--- src/rtl/eth_rst_pkg.sv ---
package eth_rst_pkg;
  localparam int DATA_W = 8;
  localparam int ADDR_W = 2;

  localparam logic [ADDR_W-1:0] A_CTRL = 2'd0;
  localparam logic [ADDR_W-1:0] A_STAT = 2'd1;
  localparam logic [ADDR_W-1:0] A_PHY  = 2'd2;

  localparam int B_TXR = 7;
  localparam int B_RXR = 6;
  localparam int B_EN  = 5;
  localparam int B_RDY = 0;
  localparam int B_LCK = 1;

  // width of a counter that runs from 0 to n-1
  function automatic int cnt_w(input int n);
    return (n <= 2) ? 1 : $clog2(n);
  endfunction

  // a selective reset bit being released
  function automatic logic released(input logic old_v, input logic new_v);
    return old_v & ~new_v;
  endfunction

  // a control write in the lockout that names a reset bit as 0
  function automatic logic reload_hold(input logic lock, input logic wr_ctrl,
                                       input logic tx_v, input logic rx_v);
    return lock & wr_ctrl & (~tx_v | ~rx_v);
  endfunction
endpackage

--- src/rtl/eth_rst_regs.sv ---
module eth_rst_regs
  import eth_rst_pkg::*;
(
  input  logic clk_i,
  input  logic rst_i,
  input  logic wr_ctrl_i,
  input  logic tx_d_i,
  input  logic rx_d_i,
  input  logic en_d_i,
  output logic tx_q_o,
  output logic rx_q_o,
  output logic en_q_o,
  output logic tx_fell_o,
  output logic rx_fell_o
);
  always_ff @(posedge clk_i) begin
    if (rst_i) begin
      tx_q_o <= 1'b0;
      rx_q_o <= 1'b0;
      en_q_o <= 1'b0;
    end else if (wr_ctrl_i) begin
      tx_q_o <= tx_d_i;
      rx_q_o <= rx_d_i;
      en_q_o <= en_d_i;
    end
  end

  assign tx_fell_o = wr_ctrl_i & released(tx_q_o, tx_d_i);
  assign rx_fell_o = wr_ctrl_i & released(rx_q_o, rx_d_i);
endmodule

--- src/rtl/eth_rst_startup.sv ---
module eth_rst_startup
  import eth_rst_pkg::*;
#(
  parameter int START_CYCLES = 125000
) (
  input  logic clk_i,
  input  logic rst_i,
  input  logic en_i,
  output logic ready_o
);
  localparam int CW = cnt_w(START_CYCLES);
  localparam logic [CW-1:0] LAST = CW'(START_CYCLES - 1);

  logic [CW-1:0] cnt_q;

  always_ff @(posedge clk_i) begin
    if (rst_i || !en_i) begin
      cnt_q   <= '0;
      ready_o <= 1'b0;
    end else if (!ready_o) begin
      if (cnt_q == LAST) ready_o <= 1'b1;
      else               cnt_q   <= cnt_q + 1'b1;
    end
  end
endmodule

--- src/rtl/eth_rst_holdoff.sv ---
module eth_rst_holdoff
  import eth_rst_pkg::*;
#(
  parameter int HOLD_CYCLES = 200000000
) (
  input  logic clk_i,
  input  logic rst_i,
  input  logic load_i,
  output logic lock_o
);
  localparam int CW = cnt_w(HOLD_CYCLES);
  localparam logic [CW-1:0] FULL = CW'(HOLD_CYCLES - 1);

  logic [CW-1:0] left_q;

  always_ff @(posedge clk_i) begin
    if (rst_i) begin
      left_q <= '0;
      lock_o <= 1'b0;
    end else if (load_i) begin
      left_q <= FULL;
      lock_o <= 1'b1;
    end else if (lock_o) begin
      if (left_q == '0) lock_o <= 1'b0;
      else              left_q <= left_q - 1'b1;
    end
  end
endmodule

--- src/rtl/eth_rst_seq.sv ---
module eth_rst_seq
  import eth_rst_pkg::*;
#(
  parameter int START_CYCLES = 125000,
  parameter int HOLD_CYCLES  = 200000000
) (
  input  logic              clk_i,
  input  logic              rst_i,
  input  logic [ADDR_W-1:0] addr_i,
  input  logic              wr_en_i,
  input  logic              rd_en_i,
  input  logic [DATA_W-1:0] wdata_i,
  output logic [DATA_W-1:0] rdata_o,
  output logic              tx_rst_o,
  output logic              rx_rst_o,
  output logic              buf_rst_o,
  output logic              host_rst_o,
  output logic              phy_ready_o,
  output logic              wr_lock_o,
  output logic              phy_grant_o,
  output logic              phy_reject_o
);
  // named internal events
  logic wr_ok, wr_ctrl, hold_reload, hold_load, phy_req;
  logic tx_q, rx_q, en_q, tx_fell, rx_fell;
  logic [DATA_W-1:0] rd_mux;
  wire  unused_wdata = ^wdata_i[B_EN-1:0];

  assign wr_ok       = wr_en_i & ~wr_lock_o;
  assign wr_ctrl     = wr_ok & (addr_i == A_CTRL);
  assign hold_reload = reload_hold(wr_lock_o, wr_en_i & (addr_i == A_CTRL),
                                   wdata_i[B_TXR], wdata_i[B_RXR]);
  assign hold_load   = tx_fell | rx_fell | hold_reload;

  eth_rst_regs u_regs (
    .clk_i    (clk_i),
    .rst_i    (rst_i),
    .wr_ctrl_i(wr_ctrl),
    .tx_d_i   (wdata_i[B_TXR]),
    .rx_d_i   (wdata_i[B_RXR]),
    .en_d_i   (wdata_i[B_EN]),
    .tx_q_o   (tx_q),
    .rx_q_o   (rx_q),
    .en_q_o   (en_q),
    .tx_fell_o(tx_fell),
    .rx_fell_o(rx_fell)
  );

  eth_rst_startup #(.START_CYCLES(START_CYCLES)) u_start (
    .clk_i  (clk_i),
    .rst_i  (rst_i),
    .en_i   (en_q),
    .ready_o(phy_ready_o)
  );

  eth_rst_holdoff #(.HOLD_CYCLES(HOLD_CYCLES)) u_hold (
    .clk_i (clk_i),
    .rst_i (rst_i),
    .load_i(hold_load),
    .lock_o(wr_lock_o)
  );

  assign tx_rst_o   = rst_i | tx_q;
  assign rx_rst_o   = rst_i | rx_q;
  assign buf_rst_o  = rst_i;
  assign host_rst_o = rst_i;

  assign phy_req      = (addr_i == A_PHY) & (rd_en_i | wr_ok);
  assign phy_grant_o  = phy_req & phy_ready_o;
  assign phy_reject_o = phy_req & ~phy_ready_o;

  always_comb begin
    rd_mux = '0;
    case (addr_i)
      A_CTRL: begin
        rd_mux[B_TXR] = tx_q;
        rd_mux[B_RXR] = rx_q;
        rd_mux[B_EN]  = en_q;
      end
      A_STAT: begin
        rd_mux[B_RDY] = phy_ready_o;
        rd_mux[B_LCK] = wr_lock_o;
      end
      default: rd_mux = '0;
    endcase
  end

  always_ff @(posedge clk_i) begin
    if (rst_i)        rdata_o <= '0;
    else if (rd_en_i) rdata_o <= rd_mux;
    else              rdata_o <= '0;
  end
endmodule


--- config.mk ---
export PLATFORM = sky130hd
export DESIGN_NAME = eth_rst_seq
export DESIGN_NICKNAME = d
export VERILOG_FILES = /design/src/rtl/eth_rst_pkg.sv /design/src/rtl/eth_rst_regs.sv /design/src/rtl/eth_rst_startup.sv /design/src/rtl/eth_rst_holdoff.sv /design/src/rtl/eth_rst_seq.sv
export SDC_FILE = /design/constraint.sdc
export NUM_CORES = 1
export LEC_CHECK = 0
export BUFFER_PORTS_ARGS = -buffer_cell sky130_fd_sc_hd__buf_2
export CAP_MARGIN = 25
export CORE_ASPECT_RATIO = 0.5
export CORE_MARGIN = 1
export CORE_UTILIZATION = 46
export DETAILED_ROUTE_END_ITERATION = 16
export PLACE_DENSITY = 0.65
export SLEW_MARGIN = 0
export SYNTH_ARGS = -nofsm -noshare
export SYNTH_HDL_FRONTEND = slang
export SYNTH_SLANG_ARGS = --single-unit
--- constraint.sdc ---
create_clock -name clk_i -period 2.75 [get_ports clk_i]
set_input_delay 0.1375 -clock clk_i [delete_from_list [all_inputs] [get_ports clk_i]]
set_output_delay 0.1375 -clock clk_i [all_outputs]
set_load 0.1 [all_outputs]
==> results of run 1 <==
==> worst paths after layout <==
check                           depth (start not counted)  slack [ns]                           start                              to
worst min-delay path                                    3        0.08                      wdata_i[6]      u_regs.rx_q_o$_SDFFE_PP0P_
worst max-delay path                                    5        0.09   u_hold.left_q[6]$_SDFFE_PP0P_  u_hold.left_q[24]$_SDFFE_PP0P_
worst max register to register                          5        0.09   u_hold.left_q[6]$_SDFFE_PP0P_  u_hold.left_q[24]$_SDFFE_PP0P_
worst min register to register                          2        0.49  u_hold.left_q[10]$_SDFFE_PP0P_  u_hold.left_q[10]$_SDFFE_PP0P_
==> flip-flops by register name, indices dropped and copies added, names as in the netlist <==
name / count
u_regs.tx_q_o: 1
u_regs.rx_q_o: 1
u_hold.lock_o: 1
u_hold.left_q: 28
rdata_o: 5
u_start.ready_o: 1
u_start.cnt_q: 17
u_regs.en_q_o: 1
==> layout make-up <==
class,count,area share (%)
Tap cell,73,3.05
Multi-Input combinational cell,231,49.6
Inverter,7,0.877
Sequential cell,55,36.8
Timing Repair Buffer,27,5.01
Clock inverter,2,0.418
Clock buffer,6,4.30
==> power groups by stage <==
| stage | Clock [mW] | Sequential (mW) | Combinational (mW) |
|---|---|---|---|
| 6_report | 0.626 | 0.807 | 0.143 |
| 3_5_place_dp | 0 | 0.825 | 0.142 |
| 4_1_cts | 0.639 | 0.806 | 0.143 |
| 5_1_grt | 0.673 | 0.807 | 0.153 |
| 3_3_place_gp | 0 | 0.825 | 0.139 |
| 2_1_floorplan | 0 | 0.825 | 0.117 |
==> metal layers <==
layer | up-vias | global-route usage [%]
met1 | 1134 | 23.2
met5 | - | 0
li1 | 1197 | -
met4 | 0 | 8.00
met2 | 53 | 32.5
met3 | 8 | 5.23
==> worst reg2reg max path: stages (launching register included) <==
cell,delay (ns)
dfxtp_1,0.34
or4_4,0.54
or4_4,0.60
or4_4,0.54
or4_1,0.41
a31oi_1,0.16
==> cell families (layout without fill, tap and decap cells) <==
group                    Yosys count  in the layout  synth area share [%]
AND/OR/NAND/NOR                  136            136                  29.7
AO/OA/AOI/OAI                     72             72                  17.9
flip-flops                        55             55                  40.7
buffers and inverters             26             42                  4.63
XOR/XNOR                          15             15                  4.86
adder cells (fa/ha/maj)            3              3                  1.39
multiplexers                       2              2                 0.740
other                              1              3                 0.139
==> placed cells by master, fill, tap and decap left out, types with 6 or more instances in the layout <==
master,Yosys,routed
a21oi_1,19,19
a311oi_1,7,7
a31oi_1,11,11
and2_1,7,7
and3_1,6,6
buf_2,1,21
buf_4,5,6
dfxtp_1,55,54
inv_1,7,7
nand2_1,13,13
nand3_1,10,10
nand4_1,7,7
nor2_1,25,25
nor3_1,10,10
o21ai_0,9,9
o31ai_1,10,10
or3_1,8,8
or4_1,15,15
xor2_1,10,10
==> results.sh, run 1 <==
export IMPL_viasPerCell=5.97
export IMPL_grt_ovfl_total=0
export IMPL_min_path_type="in -> reg"
export IMPL_finish_utilization_pct=53.9
export IMPL_n_fill_cell=505
export IMPL_crit_arrival_ns=2.89
export IMPL_slowest_delay_ns=0.60
export IMPL_synth_area_leaders="dfxtp_1 (41%), or4_1 (4.2%), a21oi_1 (3.5%)"
export IMPL_cts_num_sinks=55
export IMPL_wl_met2_um=2630
export IMPL_multiInputGateArea_um2=1490
export IMPL_hpwlAfterDp_um=3880
export IMPL_num_rows=19
export IMPL_internal_power_mw=1.17
export IMPL_cts_inserted_buffers=5
export IMPL_fmax_ghz=0.376
export IMPL_ios=30
export IMPL_cts_root_buf="clkbuf_16"
export IMPL_antenna_found_initial=0
export IMPL_crit_chain="or4_4 > or4_4 > or4_4 > or4_1 > a31oi_1"
export IMPL_synthCells=310
export IMPL_pwr_share_seq_pct=51.2
export IMPL_die_x_um=110
export IMPL_finalSetupTns_ns=0
export IMPL_drt_pass1_iter_count=4
export IMPL_drt_total_wl_um=5670
export IMPL_fp_dieH_um=56.2
export IMPL_rsz0062_at_grt="no"
export IMPL_final_cell_area_um2=3000
export IMPL_synth_edf_count=0
export IMPL_dp_slack_ns=0.0852
export IMPL_drv_slew=0
export IMPL_die_area_um2=6210
export IMPL_power_mw=1.58
export IMPL_vdd_drop_max_mv=0.507
export IMPL_power_switching_mw=0.403
export IMPL_clkTransAtPathRegs_ns=0.07
export IMPL_sw_frac_of_total_pct=25.6
export IMPL_layout_drive_gt1_share_pct=15.9
export IMPL_cp_end_kind="flip-flop"
export IMPL_relSlewSlack_pct=42.7
export IMPL_critPathLaunchType="flip-flop"
export IMPL_area_growth_pct=10.8
export IMPL_synth_most_common_cell="dfxtp_1"
export IMPL_hold_ws_ns=0.0821
export IMPL_drc=0
export IMPL_cts_htree_levels=2
export IMPL_cts_hold_buffers=0
export IMPL_synth_commonest_cells="dfxtp_1 (55), nor2_1 (25), a21oi_1 (19), or4_1 (15), nand2_1 (13)"
export IMPL_worst_slack_ns=0.0884
export IMPL_nets=344
export IMPL_clockBufferDepth=2
export IMPL_async_reset_ff_share_pct=0
export IMPL_worst_setup_path_type="reg -> reg"
export IMPL_synth_seq_cells=55
export IMPL_design_core_area_um2=5560
export IMPL_finalSetupViolations=0
export IMPL_cp_top_family="simple AND/OR/NAND/NOR gates"
export IMPL_powerDensity_nw_per_um2=526
export IMPL_cap_violations=0
export IMPL_cpMostUsedCell="or4_4"
export IMPL_initial_core_util_pct=48.6
export IMPL_clock_power_share_pct=39.7
export IMPL_place_area_um2=2860
export IMPL_combPwrFrac_pct=9.1
export IMPL_cts_tree="done"
export IMPL_synth_flop_cell="dfxtp_1"
export IMPL_seq_area_frac_synth_pct=40.7
export IMPL_wl_met3_um=223
export IMPL_vias=2392
export IMPL_post_cts_buffers=0
export IMPL_grt_pass1_vias=2120
export IMPL_first_iter_violations=132
export IMPL_seqCellArea_um2=1100
export IMPL_finalCriticalPeriod_ns=2.66
export IMPL_worst_slew_pin_slew_ns=0.854
export IMPL_drt_met1_wl_um=2710
export IMPL_top_layer_used="met4"
export IMPL_wire_per_inst_um=14.1
export IMPL_yosysWarnings=0
export IMPL_grt_pass1_wl_um=9560
export IMPL_n_antenna_cell=0
export IMPL_yosys_area_top_type="dfxtp_1"
export IMPL_cp_max_fo=10
export IMPL_hold_viol=0
export IMPL_finClkSkew_ns=0.00457
export IMPL_postRouteAntennaNets=0
export IMPL_power_leakage_nw=1.09
export IMPL_layout_worst_path_cycle_share_pct=96.8
export IMPL_critPathBufInv=0
export IMPL_synth_top_area_share_pct=40.7
export IMPL_synth_area_um2=2700
export IMPL_track_usage_pct=19.2
export IMPL_io_buffers=21
export IMPL_syn_area_per_cell_um2=8.72
export IMPL_cp_required_ns=2.98
export IMPL_stdcell_count=401
export IMPL_critical_path_slowest_cell="or4_4"
export IMPL_place_congestion=0.832
export IMPL_status="completed"
export IMPL_dp_cells=393
export IMPL_insertion_delay_ns=0.30
export IMPL_grt_max_degree=33
export IMPL_cts_resized=0
export IMPL_netlist_cell_type_count=46
No activity file was read; power rests on OpenSTA's default activity.
==> run 2, diff against run 1 <==
--- a/config.mk
+++ b/config.mk
@@ -12,6 +12,7 @@
 export CORE_UTILIZATION = 46
 export DETAILED_ROUTE_END_ITERATION = 16
 export PLACE_DENSITY = 0.65
+export RECOVER_POWER = 50
 export SLEW_MARGIN = 0
 export SYNTH_ARGS = -nofsm -noshare
 export SYNTH_HDL_FRONTEND = slang
==> run 2 against run 1 <==
  * Total power increased by 0.13%
  * Clock skew about the same
  * Critical path depth unchanged
  * Sequential share of layout area increased by 0.22 points
  * Routed wire length decreased by 0.28%
  * Register-to-register slack about the same
==> results.sh, run 2 (synthesis gave the netlist of run 1 again) <==
export IMPL_cp_end_kind="flip-flop"
export IMPL_ios=30
export IMPL_vias=2364
export IMPL_area_growth_pct=10.2
export IMPL_grt_pass1_vias=2120
export IMPL_drc=0
export IMPL_status="completed"
export IMPL_final_cell_area_um2=2980
export IMPL_hold_viol=0
export IMPL_cts_tree="done"
export IMPL_insertion_delay_ns=0.30
export IMPL_wire_per_inst_um=14.1
export IMPL_finalCriticalPeriod_ns=2.66
export IMPL_die_area_um2=6210
export IMPL_n_antenna_cell=0
export IMPL_cts_htree_levels=2
export IMPL_worst_setup_path_type="reg -> reg"
export IMPL_powerDensity_nw_per_um2=530
export IMPL_nets=344
export IMPL_regMostFlops="u_hold.left_q"
export IMPL_clockBufferDepth=2
export IMPL_reg_top3="u_hold.left_q (28), u_start.cnt_q (17), rdata_o (5)"
export IMPL_hold_ws_ns=0.0800
export IMPL_track_usage_pct=19.2
export IMPL_first_iter_violations=152
export IMPL_cts_num_sinks=55
export IMPL_fp_dieH_um=56.2
export IMPL_crit_arrival_ns=2.89
export IMPL_grt_max_degree=33
export IMPL_final_common_cell="dfxtp_1"
export IMPL_mostFrequentLayoutCells="dfxtp_1 (54), nor2_1 (25), a21oi_1 (19)"
export IMPL_post_cts_buffers=0
export IMPL_io_buffers=21
export IMPL_finalSetupTns_ns=0
export IMPL_power_leakage_nw=1.04
export IMPL_cp_required_ns=2.98
export IMPL_fmax_ghz=0.376
export IMPL_grt_ovfl_total=0
export IMPL_design_core_area_um2=5560
export IMPL_layout_worst_path_cycle_share_pct=96.7
export IMPL_antenna_found_initial=0
export IMPL_largest_reg_flops=28
export IMPL_cts_hold_buffers=0
export IMPL_cts_inserted_buffers=5
export IMPL_initial_core_util_pct=48.6
export IMPL_die_x_um=110
export IMPL_viasPerCell=5.90
export IMPL_drv_slew=0
export IMPL_postRouteAntennaNets=0
export IMPL_cts_root_buf="clkbuf_16"
export IMPL_relSlewSlack_pct=21.5
export IMPL_vdd_drop_max_mv=0.510
export IMPL_grt_pass1_wl_um=9560
export IMPL_num_rows=19
export IMPL_rsz0062_at_grt="no"
export IMPL_hpwlAfterDp_um=3880
export IMPL_min_path_type="in -> reg"
export IMPL_place_congestion=0.832
export IMPL_cp_max_fo=10
export IMPL_finClkSkew_ns=0.00487
export IMPL_worst_slew_pin_slew_ns=1.18
export IMPL_cts_resized=0
export IMPL_clkTransAtPathRegs_ns=0.07
export IMPL_critPathLaunchType="flip-flop"
export IMPL_layout_drive_gt1_share_pct=11.6
export IMPL_cap_violations=0
export IMPL_drt_pass1_iter_count=4
export IMPL_finalSetupViolations=0
export IMPL_place_area_um2=2860
export IMPL_drt_total_wl_um=5650
==> run 2: report_power, final <==
part / internal [mW] / switching, mW
registers: 0.801 / 0.00544
logic: 0.0335 / 0.109
clock network: 0.337 / 0.292
==> run 2: critical path: stages (launching register included) <==
cell and delay [ns]:
dfxtp_1 0.34, or4_4 0.54, or4_4 0.60, or4_4 0.54, or4_1 0.41, a31oi_1 0.16
==> run 2: final timing paths <==
| path | from | to | slack (ns) | depth (start not counted) |
|---|---|---|---|---|
| worst max-delay path | u_hold.left_q[6]$_SDFFE_PP0P_ | u_hold.left_q[24]$_SDFFE_PP0P_ | 0.09 | 5 |
| worst min register to register | u_hold.left_q[10]$_SDFFE_PP0P_ | u_hold.left_q[10]$_SDFFE_PP0P_ | 0.49 | 2 |
| worst min-delay path | wdata_i[6] | u_regs.rx_q_o$_SDFFE_PP0P_ | 0.08 | 3 |
| worst max register to register | u_hold.left_q[6]$_SDFFE_PP0P_ | u_hold.left_q[24]$_SDFFE_PP0P_ | 0.09 | 5 |
==> run 2: metrics by stage <==
stage	instances	utilization, %	worst slack (ns)	power, mW
3_5_place_dp	393	51.3	0.0852	0.967
3_3_place_gp	393	51.3	0.132	0.964
5_1_grt	401	53.6	0.0320	1.63
2_1_floorplan	312	-	0.0499	0.942
6_report	401	53.6	0.0903	1.58
4_1_cts	401	53.9	0.0846	1.59
==> run 2: metal layers <==
metal  part of all wire, %  global-route usage [%]
met1                    49                    23.2
met3                   3.3                    5.23
met4                   1.8                    8.00
met5                     0                       0
met2                    46                    32.5
==> run 2: final cells by class <==
cell class | instances | area [um2]
Fill cell | 507 | 2580
Multi-Input combinational cell | 231 | 1490
Sequential cell | 55 | 1100
Timing Repair Buffer | 27 | 133
Clock buffer | 6 | 129
Tap cell | 73 | 91.3
Inverter | 7 | 26.3
Clock inverter | 2 | 12.5
==> run 3, diff against run 2 <==
--- a/config.mk
+++ b/config.mk
@@ -11,7 +11,7 @@
 export CORE_MARGIN = 1
 export CORE_UTILIZATION = 46
 export DETAILED_ROUTE_END_ITERATION = 16
-export PLACE_DENSITY = 0.65
+export PLACE_DENSITY = 0.77
 export RECOVER_POWER = 50
 export SLEW_MARGIN = 0
 export SYNTH_ARGS = -nofsm -noshare
==> constraint.sdc (replaced) <==
create_clock -name clk_i -period 2.8 [get_ports clk_i]
set_input_delay 0.14 -clock clk_i [delete_from_list [all_inputs] [get_ports clk_i]]
set_output_delay 0.14 -clock clk_i [all_outputs]
set_load 0.1 [all_outputs]
==> run 3 against run 2 <==
  * Sequential share of layout area about the same
  * Setup slack improved by 0.0065 ns
  * Clock skew increased by 0.00065 ns
  * Die area unchanged
  * Non-clock buffer count unchanged
  * Largest cell class unchanged
  * Highest routed layer unchanged
==> results.sh, run 3 (synthesis gave the netlist of run 1 again) <==
export IMPL_postRouteAntennaNets=0
export IMPL_clockBufferDepth=2
export IMPL_finalSetupTns_ns=0
export IMPL_initial_core_util_pct=48.6
export IMPL_hpwlAfterDp_um=4360
export IMPL_fmax_ghz=0.370
export IMPL_cts_inserted_buffers=5
export IMPL_first_iter_violations=238
export IMPL_largest_reg_flops=28
export IMPL_place_congestion=0.819
export IMPL_rsz0062_at_grt="no"
export IMPL_crit_arrival_ns=2.92
export IMPL_num_rows=19
export IMPL_post_cts_buffers=0
export IMPL_grt_ovfl_total=0
export IMPL_grt_pass1_wl_um=11000
export IMPL_multiInputGateArea_um2=1490
export IMPL_cts_tree="done"
export IMPL_cp_required_ns=3.01
export IMPL_finalSetupViolations=0
export IMPL_worst_slew_pin_slew_ns=1.19
export IMPL_cp_end_kind="flip-flop"
export IMPL_io_buffers=21
export IMPL_drc=0
export IMPL_n_antenna_cell=0
export IMPL_hold_viol=0
export IMPL_layout_worst_path_cycle_share_pct=96.5
export IMPL_cts_num_sinks=55
export IMPL_antenna_found_initial=0
export IMPL_drv_slew=0
export IMPL_dp_slack_ns=0.138
export IMPL_regMostFlops="u_hold.left_q"
export IMPL_die_area_um2=6210
export IMPL_viasPerCell=6.14
export IMPL_grt_use_met2_pct=39.4
export IMPL_wire_per_inst_um=15.9
export IMPL_use_met3_pct=3.92
export IMPL_nets=344
export IMPL_worst_setup_path_type="reg -> reg"
export IMPL_seqCellArea_um2=1100
export IMPL_die_x_um=110
export IMPL_cts_hold_buffers=0
export IMPL_vias=2463
export IMPL_reg2reg_setup_slack_ns=0.1
export IMPL_fp_dieH_um=56.2
export IMPL_grt_max_degree=33
export IMPL_min_path_type="in -> reg"
export IMPL_layout_drive_gt1_share_pct=11.6
export IMPL_n_fill_cell=523
export IMPL_hold_ws_ns=0.102
export IMPL_reg_top3="u_hold.left_q (28), u_start.cnt_q (17), rdata_o (5)"
export IMPL_mostFrequentLayoutCells="dfxtp_1 (54), nor2_1 (25), a21oi_1 (19)"
export IMPL_cap_violations=0
export IMPL_stdcell_count=401
export IMPL_vdd_drop_max_mv=0.271
export IMPL_finClkSkew_ns=0.00552
export IMPL_critPathLaunchType="flip-flop"
export IMPL_power_mw=1.53
export IMPL_cts_htree_levels=2
export IMPL_cp_max_fo=8
export IMPL_ios=30
export IMPL_worst_slack_ns=0.0969
export IMPL_insertion_delay_ns=0.29
export IMPL_drt_pass1_iter_count=4
export IMPL_cts_root_buf="clkbuf_16"
export IMPL_power_leakage_nw=1.04
export IMPL_status="completed"
export IMPL_track_usage_pct=21.5
export IMPL_relSlewSlack_pct=20.8
export IMPL_grt_pass1_vias=2447
export IMPL_final_common_cell="dfxtp_1"
export IMPL_finalCriticalPeriod_ns=2.70
export IMPL_gr_usage_met1_pct=25.2
export IMPL_powerDensity_nw_per_um2=514
export IMPL_drt_total_wl_um=6370
export IMPL_area_growth_pct=10.2
export IMPL_design_core_area_um2=5560
export IMPL_dp_cells=393
export IMPL_top_usage_layer="met2"
export IMPL_clkTransAtPathRegs_ns=0.07
==> run 3: changes by cell type in the layout (fill, tap and decap cells not counted), sizes merged <==
cell | previous run | this run
clkbuf | 20 | 21
clkinvlp | 1 | 0
==> run 3: worst max-delay path, stage by stage, from the launching register on <==
cell	delay (ns)
dfxtp_1	0.35
or4_4	0.56
or4_4	0.59
buf_4	0.19
or3_4	0.38
or4_1	0.41
a31oi_1	0.16
==> run 3: path summary, 6_finish.rpt <==
check	from	end	depth (start not counted)
worst max-delay path	u_hold.left_q[6]$_SDFFE_PP0P_	u_hold.left_q[21]$_SDFFE_PP0P_	6
worst min-delay path	wdata_i[5]	u_regs.en_q_o$_SDFFE_PP0P_	3
worst min register to register	u_hold.left_q[18]$_SDFFE_PP0P_	u_hold.left_q[18]$_SDFFE_PP0P_	2
worst max register to register	u_hold.left_q[6]$_SDFFE_PP0P_	u_hold.left_q[21]$_SDFFE_PP0P_	6
==> run 3: area by class of cell <==
type	instances	area share (%)
clock inverters	1	0.168
inverters	7	0.882
well taps	73	3.06
repair buffers	27	4.45
multi-input cells	231	50.0
flip-flops and latches	55	37.0
clock buffers	7	4.45
==> run 3: metal layers <==
layer  part of all wire [%]  vias up  wire length [um]
met5                      0        -                 0
met3                    4.2       12               266
met1                     43     1188              2740
li1                       -     1189                 -
met4                    1.3        0                83
met2                     51       74              3280
==> run 3: timing repair <==
action,in CTS,in global routing
hold endpoints to repair,0,0
endpoints found under the setup margin,0,3
resized for setup,0,1
==> run 3: where the power goes <==
part | leakage (nW) | switching (mW) | total (mW) | internal [mW]
Combinational | 0.529 | 0.109 | 0.143 | 0.0335
Sequential | 0.444 | 0.00582 | 0.793 | 0.787
Clock | 0.0679 | 0.264 | 0.596 | 0.331
==> run 3: metrics by stage <==
step           utilization (%)  area [um2]
2_1_floorplan                -        2710
3_3_place_gp              51.3        2860
3_5_place_dp              51.3        2860
4_1_cts                   53.8        2990
5_1_grt                   53.6        2980
6_report                  53.6        2980
